<file path="src/rtl/stream_repacker.sv">
module stream_repacker #(
  parameter int W_IN  = 12,
  parameter int W_OUT = 64
) (
  input  logic             clk,
  input  logic             rst,
  input  logic             in_valid,
  output logic             in_ready,
  input  logic [W_IN-1:0]  in_data,
  input  logic             in_last,
  output logic             out_valid,
  input  logic             out_ready,
  output logic [W_OUT-1:0] out_data,
  output logic             out_last
);
  localparam int DEPTH = W_IN + W_OUT;
  localparam int CW    = $clog2(DEPTH + 1);

  logic [DEPTH-1:0] bits_q, mark_q, bits_s, mark_s, bits_n, mark_n;
  logic [CW-1:0]    fill_q, fill_s, fill_n;
  logic             take, give;

  assign out_valid = fill_q >= CW'(W_OUT);
  assign in_ready  = fill_q <= CW'(W_OUT);
  assign out_data  = bits_q[W_OUT-1:0];
  assign out_last  = |mark_q[W_OUT-1:0];
  assign take      = in_valid & in_ready;
  assign give      = out_valid & out_ready;

  always_comb begin
    bits_s = give ? bits_q >> W_OUT : bits_q;
    mark_s = give ? mark_q >> W_OUT : mark_q;
    fill_s = give ? fill_q - CW'(W_OUT) : fill_q;
    bits_n = bits_s;
    mark_n = mark_s;
    fill_n = fill_s;
    if (take) begin
      bits_n = bits_s | ({{W_OUT{1'b0}}, in_data} << fill_s);
      mark_n = mark_s | (DEPTH'(in_last) << (fill_s + CW'(W_IN - 1)));
      fill_n = fill_s + CW'(W_IN);
    end
  end

  always_ff @(posedge clk) begin
    if (rst) begin
      bits_q <= '0;
      mark_q <= '0;
      fill_q <= '0;
    end else begin
      bits_q <= bits_n;
      mark_q <= mark_n;
      fill_q <= fill_n;
    end
  end
endmodule

</file>
<file path="config.mk">
export PLATFORM = sky130hd
export DESIGN_NAME = stream_repacker
export DESIGN_NICKNAME = d
export VERILOG_FILES = /design/src/rtl/stream_repacker.sv
export SDC_FILE = /design/constraint.sdc
export NUM_CORES = 1
export LEC_CHECK = 0
export BUFFER_PORTS_ARGS = -buffer_cell sky130_fd_sc_hd__buf_2
export CAP_MARGIN = 20
export CORE_UTILIZATION = 50
export DETAILED_ROUTE_END_ITERATION = 10
export PLACE_DENSITY_LB_ADDON = 0.12
export SETUP_SLACK_MARGIN = 0.15
export SYNTH_ARGS = -nofsm -noshare
export SYNTH_HDL_FRONTEND = slang
export SYNTH_SLANG_ARGS = --single-unit
</file>
<file path="constraint.sdc">
create_clock -name clk -period 2.4 [get_ports clk]
set_clock_uncertainty 0.05 [all_clocks]
set_input_delay 0.12 -clock clk [delete_from_list [all_inputs] [get_ports clk]]
set_output_delay 0.12 -clock clk [all_outputs]
set_load 0.005 [all_outputs]
</file>
# Word-level counts from Yosys, hierarchy flattened
# Index checks and enable logic that the tools add are counted.
[word_totals]
ff_bits = 159
wordCells = 21
[classes]
bitwise = 4
muxes = 6
shifts = 2
add_sub_neg = 3
n_reduce_logical = 1
order_cmp = 2
[ops]
columns = ["operator", "count"]
rows = [
  ["2-to-1 mux 76 bit", 4],
  ["bitwise OR 76 bit", 2],
  ["left shift 1 x 7 -> 76 bit", 1],
  ["left shift 12 x 7 -> 76 bit", 1],
  ["OR reduction 64 bit", 1],
  ["adder 7 x 4 -> 7 bit, second input constant", 2],
  ["2-to-1 mux 7 bit", 2],
  [">= comparator 7 bit, second input constant", 1],
  ["<= comparator 7 bit, second input constant", 1],
  ["subtractor 7 bit, second input constant", 1],
  ["bitwise AND 1 bit", 2],
]

# Logic depth before layout (Yosys ltp)
# Gate-level depths: netlist of run 1.
[logic_depth]
depth_word = 7
depth_mapped = 9

# Worst setup path before layout of run 1
# OpenSTA, ideal clock, no wires.
[synth_timing]
kind = "reg-to-reg"
start = "register fill_q[2]"
end = "register bits_q[0]"
t_arrival_ps = 1895
slack_ps = 385
path_stages_with_launch = 9
synth_period_minus_slack_ps = 2015
required_time_ps = 2279
path_cell_list = "dfxtp_1 buf_2 buf_6 inv_1 ha_1 nand2_2 a2111oi_4 and3b_1 o2bb2ai_1"
[synth_via]
elab_chain_len = 6
elab_cells_between_ends = 10
[synth_rtl]
columns = ["item", "line", "source"]
rows = [
  ["from (decl)", "20", "logic [CW-1:0] fill_q, fill_s, fill_n;"],
  ["from (signal assigned)", "52", "fill_q <= fill_n;"],
  [">= comparator 7 bit", "23", "assign out_valid = fill_q >= CW'(W_OUT);"],
  ["bitwise AND 1 bit", "28", "assign give = out_valid & out_ready;"],
  ["2-to-1 mux 7 bit", "33", "fill_s = give ? fill_q - CW'(W_OUT) : fill_q;"],
  ["left shift 12 x 7 -> 76 bit", "38", "bits_n = bits_s | ({{W_OUT{1'b0}}, in_data} << fill_s);"],
  ["bitwise OR 76 bit", "38", ""],
  ["2-to-1 mux 76 bit (*)", "37", "if (take) begin"],
  ["to (signal assigned)", "50", "bits_q <= bits_n;"],
  ["to (decl)", "19", "logic [DEPTH-1:0] bits_q, mark_q, bits_s, mark_s, bits_n, mark_n;"],
]
# Mark *: on every way between the ends. The rest lies on a longest branch, timed or not.
# A chain may end at the register's enable or synchronous reset.

# Worst setup path in the final report of run 1
[layout_timing]
start = "register mark_q[16]"
end = "output out_last"
[layout_via]
elab_chain_len = 1
[layout_rtl]
columns = ["item", "line", "source"]
rows = [
  ["from (decl)", "19", ""],
  ["from (signal assigned)", "51", "mark_q <= mark_n;"],
  ["OR reduction 64 bit", "26", "assign out_last = |mark_q[W_OUT-1:0];"],
  ["to (decl)", "14", "output logic out_last"],
]
# Every way passes these cells.

==> impl_metrics.json, run 1 <==
{
  "area_growth_pct": 9.52,
  "ios": 84,
  "worst_ep_required_time_ps": 2230,
  "hpwl_um": 10600,
  "synthDistinctLibCells": 56,
  "worst_ep_arrival_time_ps": 1920,
  "clock_path_buffers": 2,
  "final_cell_area_mm2": 0.00728,
  "die_x_um": 117,
  "ys_ff_latch": 157,
  "portBuffers": 83,
  "drtIter0Drc": 314,
  "grtUsageMet2_pct": 36.9,
  "setup_viol": 0,
  "crit_path_max_fanout": 2,
  "ys_seq_area_share_pct": 47.3,
  "grt_max_degree": 62,
  "synthArstFlopShare_pct": 0,
  "critical_path_class": "flop to output port",
  "yosys.area.top_type_share_pct": 47.3,
  "vias": 5115,
  "final_common_cell": "dfxtp_1",
  "htreeDepth": 4,
  "synth_top_area_cell": "dfxtp_1",
  "synth_cells": 709,
  "max_stage_delay_ps": 500,
  "period_minus_slack_ps": 2090,
  "grt-ovfl-total": 0,
  "power.density_mw_per_mm2": 817,
  "cts_tree": "done",
  "critPathSlowestCell": "or4_1",
  "p_int_uw": 4370,
  "seqPwrFrac_pct": 46.0,
  "yosysWarnings": 0,
  "min_path_cells": 3,
  "final_core_util_pct": 57.0,
  "swShare_pct": 26.6,
  "rsz0062_at_grt": "no",
  "slew_headroom_pct": 55.3,
  "syn_avg_cell_area_um2": 9.38,
  "r2r-end": "bits_q[9]$_SDFF_PP0_",
  "top_usage_layer": "met2",
  "cts_setup_buffers": 0,
  "max_freq_mhz": 479,
  "r2r_cells": 7,
  "row_count": 41,
  "peakVddDrop_mv": 0.592,
  "layout_common_cells": "157 x dfxtp_1, 83 x buf_2, 64 x nand2_1",
  "synth_fp_nets": 729,
  "holdPathEnd": "bits_q[68]$_SDFF_PP0_",
  "globalplace.congestion": 0.825,
  "netlist_area_mm2": 0.00665,
  "p_sw_uw": 1580,
  "clk_latency_ps": 420,
  "layout.cells.non_filler": 903,
  "die_h_um": 117,
  "drive_gt1_share_pct": 20.4,
  "fin_tns_setup_ps": 0,
  "die_area_mm2": 0.0138,
  "ys_top_cells_by_area": "dfxtp_1 47%, buf_4 7.8%, a22oi_1 6.1%",
  "hold_start": "in_data[8]",
  "wirelength_um": 15300,
  "cts_root_buf": "clkbuf_16",
  "antenna_found_initial": 1,
  "grt_use_met1_pct": 28.8,
  "drcViolationCount": 0,
  "ys.flop_type": "dfxtp_1",
  "finalMaxSlewViolations": 0,
  "clkPwrFrac_pct": 40.8,
  "pwr-share-comb_pct": 13.1,
  "initial_utilization_pct": 52.1,
  "core_area_mm2": 0.0128,
  "maxCapViolations": 0,
  "startpoint_type": "flop",
  "dr.pass1.iters": 5,
  "ant_nets": 0,
  "r2r_start": "fill_q[2]$_SDFFE_PP0P_",
  "track_usage_pct": 22.9,
  "tightest_slew_ps": 665,
  "clk_pin_slew_ps": 60,
  "min_path_type": "input pin to flop",
  "grt_use_met3_pct": 5.84,
  "synth_edf_count": 0,
  "vias_per_cell": 5.66,
  "grt_pass1_vias": 4861,
  "dp_cells": 867,
  "crit_path_end_kind": "output port",
  "wire_per_inst_um": 17.0,
  "worstPathCellList": "nor4_1 > nand4_1 > or4_1 > buf_2",
  "final_hold_viol_count": 0,
  "numCtsBuffers": 17,
  "whs_ps": 23.6,
  "grt_pass1_wl_um": 25000,
  "reg2reg_slack_ps": 350,
  "p_leak_uw": 0.00293,
  "nets": 739,
  "status": "finished, final reports clean",
  "finalCritPeriodShare_pct": 86.9,
  "cts_hold_buffers": 4,
  "place_area_mm2": 0.00670,
  "cts.sinks": 157,
  "ctsResizeCount": 0
}
==> cell type report <==
type / count / area, um2
Sequential cell: 157 / 3140
Timing Repair Buffer: 103 / 583
Clock inverter: 10 / 65.1
Tap cell: 172 / 215
Antenna cell: 1 / 2.50
Multi-Input combinational cell: 432 / 2780
Inverter: 8 / 30.0
Clock buffer: 20 / 467
Fill cell: 1177 / 5490
==> per-layer routing <==
metal | part of all wire, % | vias up
li1 | - | 2471
met1 | 45 | 2474
met2 | 48 | 146
met3 | 5.4 | 24
met4 | 1.8 | 0
met5 | 0 | -
==> cell usage after synthesis, types with 6 or more instances <==
library cell and instances:
dfxtp_1 157, a31oi_1 10, nor2_1 60, inv_1 8
buf_2 14, o2bb2ai_1 9, a32o_1 6, buf_4 69
nand4_1 8, nand2b_1 6, nand2_1 65, nor3_1 9
nor4_1 16, and2_1 50, a22o_1 11, mux2i_1 13
clkbuf_1 25, a21oi_1 21, o21ai_1 8, o21ai_0 8
nand3b_1 13, a22oi_1 54
==> worst max-delay path: cells and delay by family (launching register included) <==
| family | cells | cell delay (ps) |
|---|---|---|
| AND/OR/NAND/NOR | 3 | 1040 |
| flip-flops | 1 | 300 |
| buffers and inverters | 1 | 150 |
==> worst max path at each step <==
stage / startpoint / endpoint / cells after the start
after floorplan: fill_q[2]$_SDFFE_PP0P_ / bits_q[0]$_SDFF_PP0_ / 8
after global placement: fill_q[5]$_SDFFE_PP0P_ / mark_q[27]$_SDFF_PP0_ / 4
after detailed placement: fill_q[6]$_SDFF_PP0_ / bits_q[32]$_SDFF_PP0_ / 5
after CTS: flop / out_last / 4
after global routing: fill_q[2]$_SDFFE_PP0P_ / bits_q[5]$_SDFF_PP0_ / 7
final: mark_q[16]$_SDFF_PP0_ / out_last / 4
==> power groups by stage <==
| stage | sequential, uW | clock (uW) | combinational [uW] |
|---|---|---|---|
| 2_1_floorplan | 2780 | 0 | 607 |
| 6_report | 2740 | 2430 | 781 |
| 3_3_place_gp | 2790 | 0 | 760 |
| 5_1_grt | 2750 | 2590 | 851 |
| 4_1_cts | 2740 | 2470 | 775 |
| 3_5_place_dp | 2800 | 0 | 765 |
==> kinds of logic after synthesis <==
| kind of cell | synth area share [%] |
|---|---|
| AOI/OAI and AO/OA | 16.7 |
| xor gates and xnor gates | 1.07 |
| adders and majority gates | 0.564 |
| buffers and inverters | 11.0 |
| DFF | 47.3 |
| muxes | 2.63 |
| and+or+nand+nor | 20.7 |
==> per-stage QoR <==
stage | total power (uW) | setup WS, ps
2_1_floorplan | 3380 | 385
3_3_place_gp | 3550 | 484
3_5_place_dp | 3560 | 338
4_1_cts | 5990 | 253
5_1_grt | 6190 | 177
6_report | 5950 | 314
==> sequential cells by signal (all words and copies together) (netlist names), named ones only <==
name	flops
fill_q	5
bits_q	76
mark_q	67
Note: power is estimated with default switching activity, not from simulation.
==> run 2, diff against run 1 <==
--- a/config.mk
+++ b/config.mk
@@ -5,6 +5,7 @@
 export SDC_FILE = /design/constraint.sdc
 export NUM_CORES = 1
 export LEC_CHECK = 0
+export ABC_AREA = 1
 export BUFFER_PORTS_ARGS = -buffer_cell sky130_fd_sc_hd__buf_2
 export CAP_MARGIN = 20
 export CORE_UTILIZATION = 50
==> impl_metrics.json, run 2 <==
{
  "syn_avg_cell_area_um2": 6.86,
  "die_area_mm2": 0.0150,
  "status": "finished, final reports clean",
  "maxCapViolations": 0,
  "tightest_slew_ps": 627,
  "dp_cells": 1206,
  "r2r_cells": 8,
  "die_x_um": 122,
  "cts.sinks": 157,
  "rsz0062_at_grt": "no",
  "max_freq_mhz": 512,
  "nets": 1066,
  "synth_edf_count": 0,
  "wire_per_inst_um": 13.0,
  "reg.largest.list": "bits_q: 76 flops, mark_q: 67 flops, fill_q: 5 flops",
  "startpoint_type": "flop",
  "row_count": 43,
  "ctsResizeCount": 0,
  "grt-ovfl-total": 0,
  "ys.flop_type": "dfxtp_1",
  "wirelength_um": 16200,
  "finalMaxSlewViolations": 0,
  "globalplace.congestion": 0.927,
  "initial_utilization_pct": 51.8,
  "antenna_found_initial": 0,
  "cts_hold_buffers": 0,
  "power.density_mw_per_mm2": 765,
  "synth_cells": 1056,
  "slew_headroom_pct": 58.2,
  "worst_ep_arrival_time_ps": 2250,
  "die_h_um": 122,
  "fin_tns_setup_ps": 0,
  "grt_pass1_wl_um": 26700,
  "clk_pin_slew_ps": 70,
  "ys_top_cells_by_area": "dfxtp_1 43%, nand2_1 13%, nor2_1 11%",
  "ys_ff_latch": 157,
  "grt_max_degree": 127,
  "ant_nets": 0,
  "dr.pass1.iters": 5,
  "clk_latency_ps": 430,
  "drive_gt1_share_pct": 13.8,
  "final_hold_viol_count": 0,
  "clock_path_buffers": 2,
  "worst_ep_required_time_ps": 2700,
  "critical_path_class": "flop to flop",
  "yosys.area.top_type_share_pct": 43.4,
  "period_minus_slack_ps": 1950,
  "largest_reg_flops": 76,
  "peakVddDrop_mv": 0.454,
  "vias_per_cell": 4.94,
  "grt_pass1_vias": 5408,
  "portBuffers": 83,
  "netlist_area_mm2": 0.00724,
  "core_area_mm2": 0.0140,
  "min_path_cells": 5,
  "n_antenna_cell": 0,
  "min_path_type": "input pin to flop",
  "area_growth_pct": 8.91,
  "synthTopCellsByCount": "258 x nand2_1, 217 x nor2_1, 157 x dfxtp_1",
  "layout.cells.non_filler": 1239,
  "htreeDepth": 4,
  "crit_path_max_fanout": 19,
  "max_stage_delay_ps": 370,
  "regMostFlops": "bits_q",
  "layout_common_cells": "257 x nand2_1, 217 x nor2_1, 157 x dfxtp_1",
  "critPathSlowestCell": "nor2_2",
  "synth.most_common_cell": "nand2_1",
  "drtIter0Drc": 461,
  "ys_seq_area_share_pct": 43.4,
  "setup_viol": 0,
  "synth_top_area_cell": "dfxtp_1",
  "finalCritPeriodShare_pct": 81.3,
  "synthDistinctLibCells": 25,
  "numCtsBuffers": 17,
  "reg2reg_slack_ps": 450,
  "vias": 6119,
  "track_usage_pct": 22.9,
  "crit_path_end_kind": "flop",
  "p_leak_uw": 0.00345,
  "ios": 84,
  "cts_root_buf": "clkbuf_16",
  "final_common_cell": "nand2_1",
  "synthArstFlopShare_pct": 0,
  "yosysWarnings": 0,
  "cts_tree": "done",
  "hpwl_um": 10700,
  "worstPathCellList": "inv_2 > ha_1 > nand2_1 > nand2_4 > nand2_4 > nor2_2 > nand2_1 > a21oi_1",
  "drcViolationCount": 0,
  "synth_fp_nets": 1076
}
[run 2: changes by cell type in the layout (fill, tap and decap cells not counted), moves of 13 or more]
cell	before	now
a21oi_1	21	62
a22oi_1	54	0
and2_1	50	0
inv_1	8	74
nand2_1	64	257
nand3_1	2	37
nand3b_1	13	0
nand4_1	8	22
nor2_1	59	217
nor3_1	9	37
nor4_1	16	2
o21ai_0	8	36
[run 2: final cells by class]
type | count | area (um2)
repair buffers | 98 | 593
well taps | 180 | 225
clock inverters | 15 | 175
fillers | 1433 | 6100
clock buffers | 17 | 425
inverters | 79 | 297
multi-input cells | 693 | 3030
flip-flops and latches | 157 | 3140
[run 2: cells by family (layout without fill, tap and decap cells)]
logic type | after synthesis | in the layout | synth area share (%)
buf+inv | 206 | 209 | 14.8
fa+ha+maj | 3 | 3 | 0.518
flops | 157 | 157 | 43.4
compound gates | 103 | 103 | 7.29
simple gates | 583 | 583 | 33.4
mux | 4 | 4 | 0.553
[run 2: path summary, 6_finish.rpt]
kind / from / endpoint
max reg2reg: fill_q[2]$_SDFFE_PP0P_ / mark_q[43]$_SDFF_PP0_
min reg2reg: mark_q[48]$_SDFF_PP0_ / mark_q[48]$_SDFF_PP0_
max: fill_q[2]$_SDFFE_PP0P_ / mark_q[43]$_SDFF_PP0_
min: in_data[8] / bits_q[36]$_SDFF_PP0_
[run 2: report_power, final]
group	switching (uW)	total, uW	internal [uW]
clock network	1180	2740	1570
logic	397	591	195
registers	35.0	2700	2660
total	1610	6030	4430
[run 2: worst max-delay path, delay by kind of cell, from the launching register on]
kind	cells	cell delay, ps
buffers and inverters	1	230
AO/OA/AOI/OAI	1	130
adder cells (fa/ha/maj)	1	260
AND/OR/NAND/NOR	5	880
flip-flops	1	320
[run 2: through the flow]
step                      cell area (um2)  hold slack, ps  setup slack, ps  power (uW)  utilization [%]
after floorplan                      7240             322              445        3220                -
after global placement               7280             378              425        3340             52.0
after detailed placement             7280             380              358        3340             52.0
after CTS                            7880            53.7              335        6080             56.3
after global routing                 7890             108              229        6280             56.4
final                                7890            78.8              448        6030             56.4
[run 2: metal layers]
| layer | track usage, % | routed length [um] |
|---|---|---|
| met2 | 33.9 | 6940 |
| met1 | 32.3 | 8060 |
| met3 | 4.37 | 842 |
| met5 | 0 | 0 |
| met4 | 9.68 | 326 |
[run 2: what timing repair did]
item / 4_1_cts / 5_1_grt
endpoints found under the setup margin: 0 / 10
buffers inserted: 0 / 1
endpoints found under the hold margin: 0 / 0
==> run 3, diff against run 2 <==
==> constraint.sdc (replaced) <==
create_clock -name clk -period 1.8 [get_ports clk]
set_clock_uncertainty 0.05 [all_clocks]
set_input_delay 0.09 -clock clk [delete_from_list [all_inputs] [get_ports clk]]
set_output_delay 0.09 -clock clk [all_outputs]
set_load 0.005 [all_outputs]
==> impl_metrics.json, run 3 (synthesis results as in run 2) <==
{
  "die_area_mm2": 0.0150,
  "nets": 1082,
  "antenna_found_initial": 0,
  "hpwl_um": 11100,
  "swShare_pct": 25.6,
  "clk_latency_ps": 430,
  "worstPathCellList": "inv_1 > nand4_1 > nor2_2 > nand3_1 > nor2_1 > nand2_1 > buf_2",
  "cts_root_buf": "clkbuf_16",
  "final_hold_viol_count": 0,
  "rsz0062_at_grt": "yes",
  "ant_nets": 0,
  "critical_path.top_delay_family": "simple AND/OR/NAND/NOR gates",
  "critical_path_buf_inv_count": 2,
  "critical_path_class": "flop to output port",
  "grt_pass1_wl_um": 26700,
  "portBuffers": 83,
  "power.density_mw_per_mm2": 985,
  "wire_per_inst_um": 13.1,
  "grt_max_degree": 97,
  "area_growth_pct": 13.0,
  "track_usage_pct": 22.8,
  "peakVddDrop_mv": 0.604,
  "startpoint_type": "flop",
  "critPathSlowestCell": "dfxtp_1",
  "tightest_slew_ps": 431,
  "globalplace.congestion": 0.919,
  "finalPower_uw": 8060,
  "grt-ovfl-total": 0,
  "p_int_uw": 6000,
  "max_freq_mhz": 616,
  "seqPwrFrac_pct": 44.7,
  "p_sw_uw": 2060,
  "pwr-share-comb_pct": 10.8,
  "numCtsBuffers": 17,
  "clock_path_buffers": 2,
  "core_area_mm2": 0.0140,
  "vias_per_cell": 4.92,
  "die_h_um": 122,
  "final_common_cell": "nand2_1",
  "fin_tns_setup_ps": 0,
  "row_count": 43,
  "p_leak_uw": 0.00354,
  "min_path_type": "input pin to flop",
  "layout_common_cells": "253 x nand2_1, 213 x nor2_1, 153 x dfxtp_1",
  "finalCritPeriodShare_pct": 90.2,
  "cts_tree": "done",
  "grt_pass1_vias": 5442,
  "htreeDepth": 4,
  "regMostFlops": "bits_q",
  "drcViolationCount": 0,
  "dr.pass1.iters": 4,
  "vias": 6164,
  "crit_path_end_kind": "output port",
  "worst_ep_arrival_time_ps": 1480,
  "initial_utilization_pct": 51.8,
  "max_stage_delay_ps": 300,
  "drtIter0Drc": 383,
  "drive_gt1_share_pct": 17.3,
  "wirelength_um": 16400,
  "period_minus_slack_ps": 1620,
  "largest_reg_flops": 76,
  "status": "finished, final reports clean",
  "reg.largest.list": "bits_q: 76 flops, mark_q: 67 flops, fill_q: 5 flops",
  "setup_viol": 0,
  "clkPwrFrac_pct": 44.5,
  "die_x_um": 122,
  "clk_pin_slew_ps": 60,
  "slew_headroom_pct": 71.2,
  "cts_hold_buffers": 0,
  "cts.sinks": 157,
  "finalMaxSlewViolations": 0,
  "ios": 84,
  "n_antenna_cell": 0,
  "crit_path_max_fanout": 2,
  "worst_ep_required_time_ps": 1660,
  "maxCapViolations": 0
}
run 3: final cells by class:
cell class	count	area, um2
clock buffers	20	457
clock inverters	11	134
fillers	1381	5800
inverters	79	309
multi-input cells	694	3170
flip-flops and latches	157	3150
well taps	180	225
repair buffers	113	738
run 3: final timing paths:
| kind | startpoint | endpoint | slack, ps | cells after the start |
|---|---|---|---|---|
| worst max-delay path | mark_q[54]$_SDFF_PP0_ | out_last | 180 | 7 |
| worst min-delay path | rst | mark_q[46]$_SDFF_PP0_ | 50 | 2 |
| worst max register to register | fill_q[3]$_SDFFE_PP0P_ | bits_q[38]$_SDFF_PP0_ | 220 | 9 |
| worst min register to register | mark_q[70]$_SDFF_PP0_ | mark_q[70]$_SDFF_PP0_ | 390 | 2 |
run 3: power by group through the flow:
stage	combinational, uW	sequential (uW)	clock [uW]
after detailed placement	797	3680	0
final	868	3610	3590
after global routing	972	3610	3790
after global placement	798	3680	0
after CTS	813	3600	3650
after floorplan	670	3660	0
run 3: worst register-to-register path: cells and delay by family, from the launching register on:
kind                     cells  cell delay, ps
adder cells (fa/ha/maj)      1             150
flip-flops                   1             380
buffers and inverters        2             230
AND/OR/NAND/NOR              5             580
AO/OA/AOI/OAI                1             120
run 3: metal layers:
layer  track usage, %  up-vias  wire length (um)  share of wire, %
met5                0        -                 0                 0
met4             9.53        0               338               2.1
met3             4.00       24               709               4.3
met2             33.7      145              7090                43
met1             32.4     2742              8290                50
li1                 -     3253                 -                 -
run 3: metrics by stage:
step	utilization, %	instances	worst slack (ps)	hold slack [ps]	cell area, um2
after floorplan	-	1056	79.4	292	7320
after global placement	52.5	1214	97.3	378	7350
after detailed placement	52.5	1214	89.8	380	7350
after CTS	57.2	1247	133	47.2	8000
after global routing	58.5	1254	104	68.5	8190
final	58.5	1254	177	53.8	8190
run 3: timing repair:
| item | in CTS | in global routing |
|---|---|---|
| setup endpoints to repair | 35 | 91 |
| gates cloned | 0 | 1 |
| resized for setup | 8 | 32 |
| pin swaps | 2 | 8 |
| hold endpoints to repair | 0 | 0 |
| setup buffers | 2 | 6 |
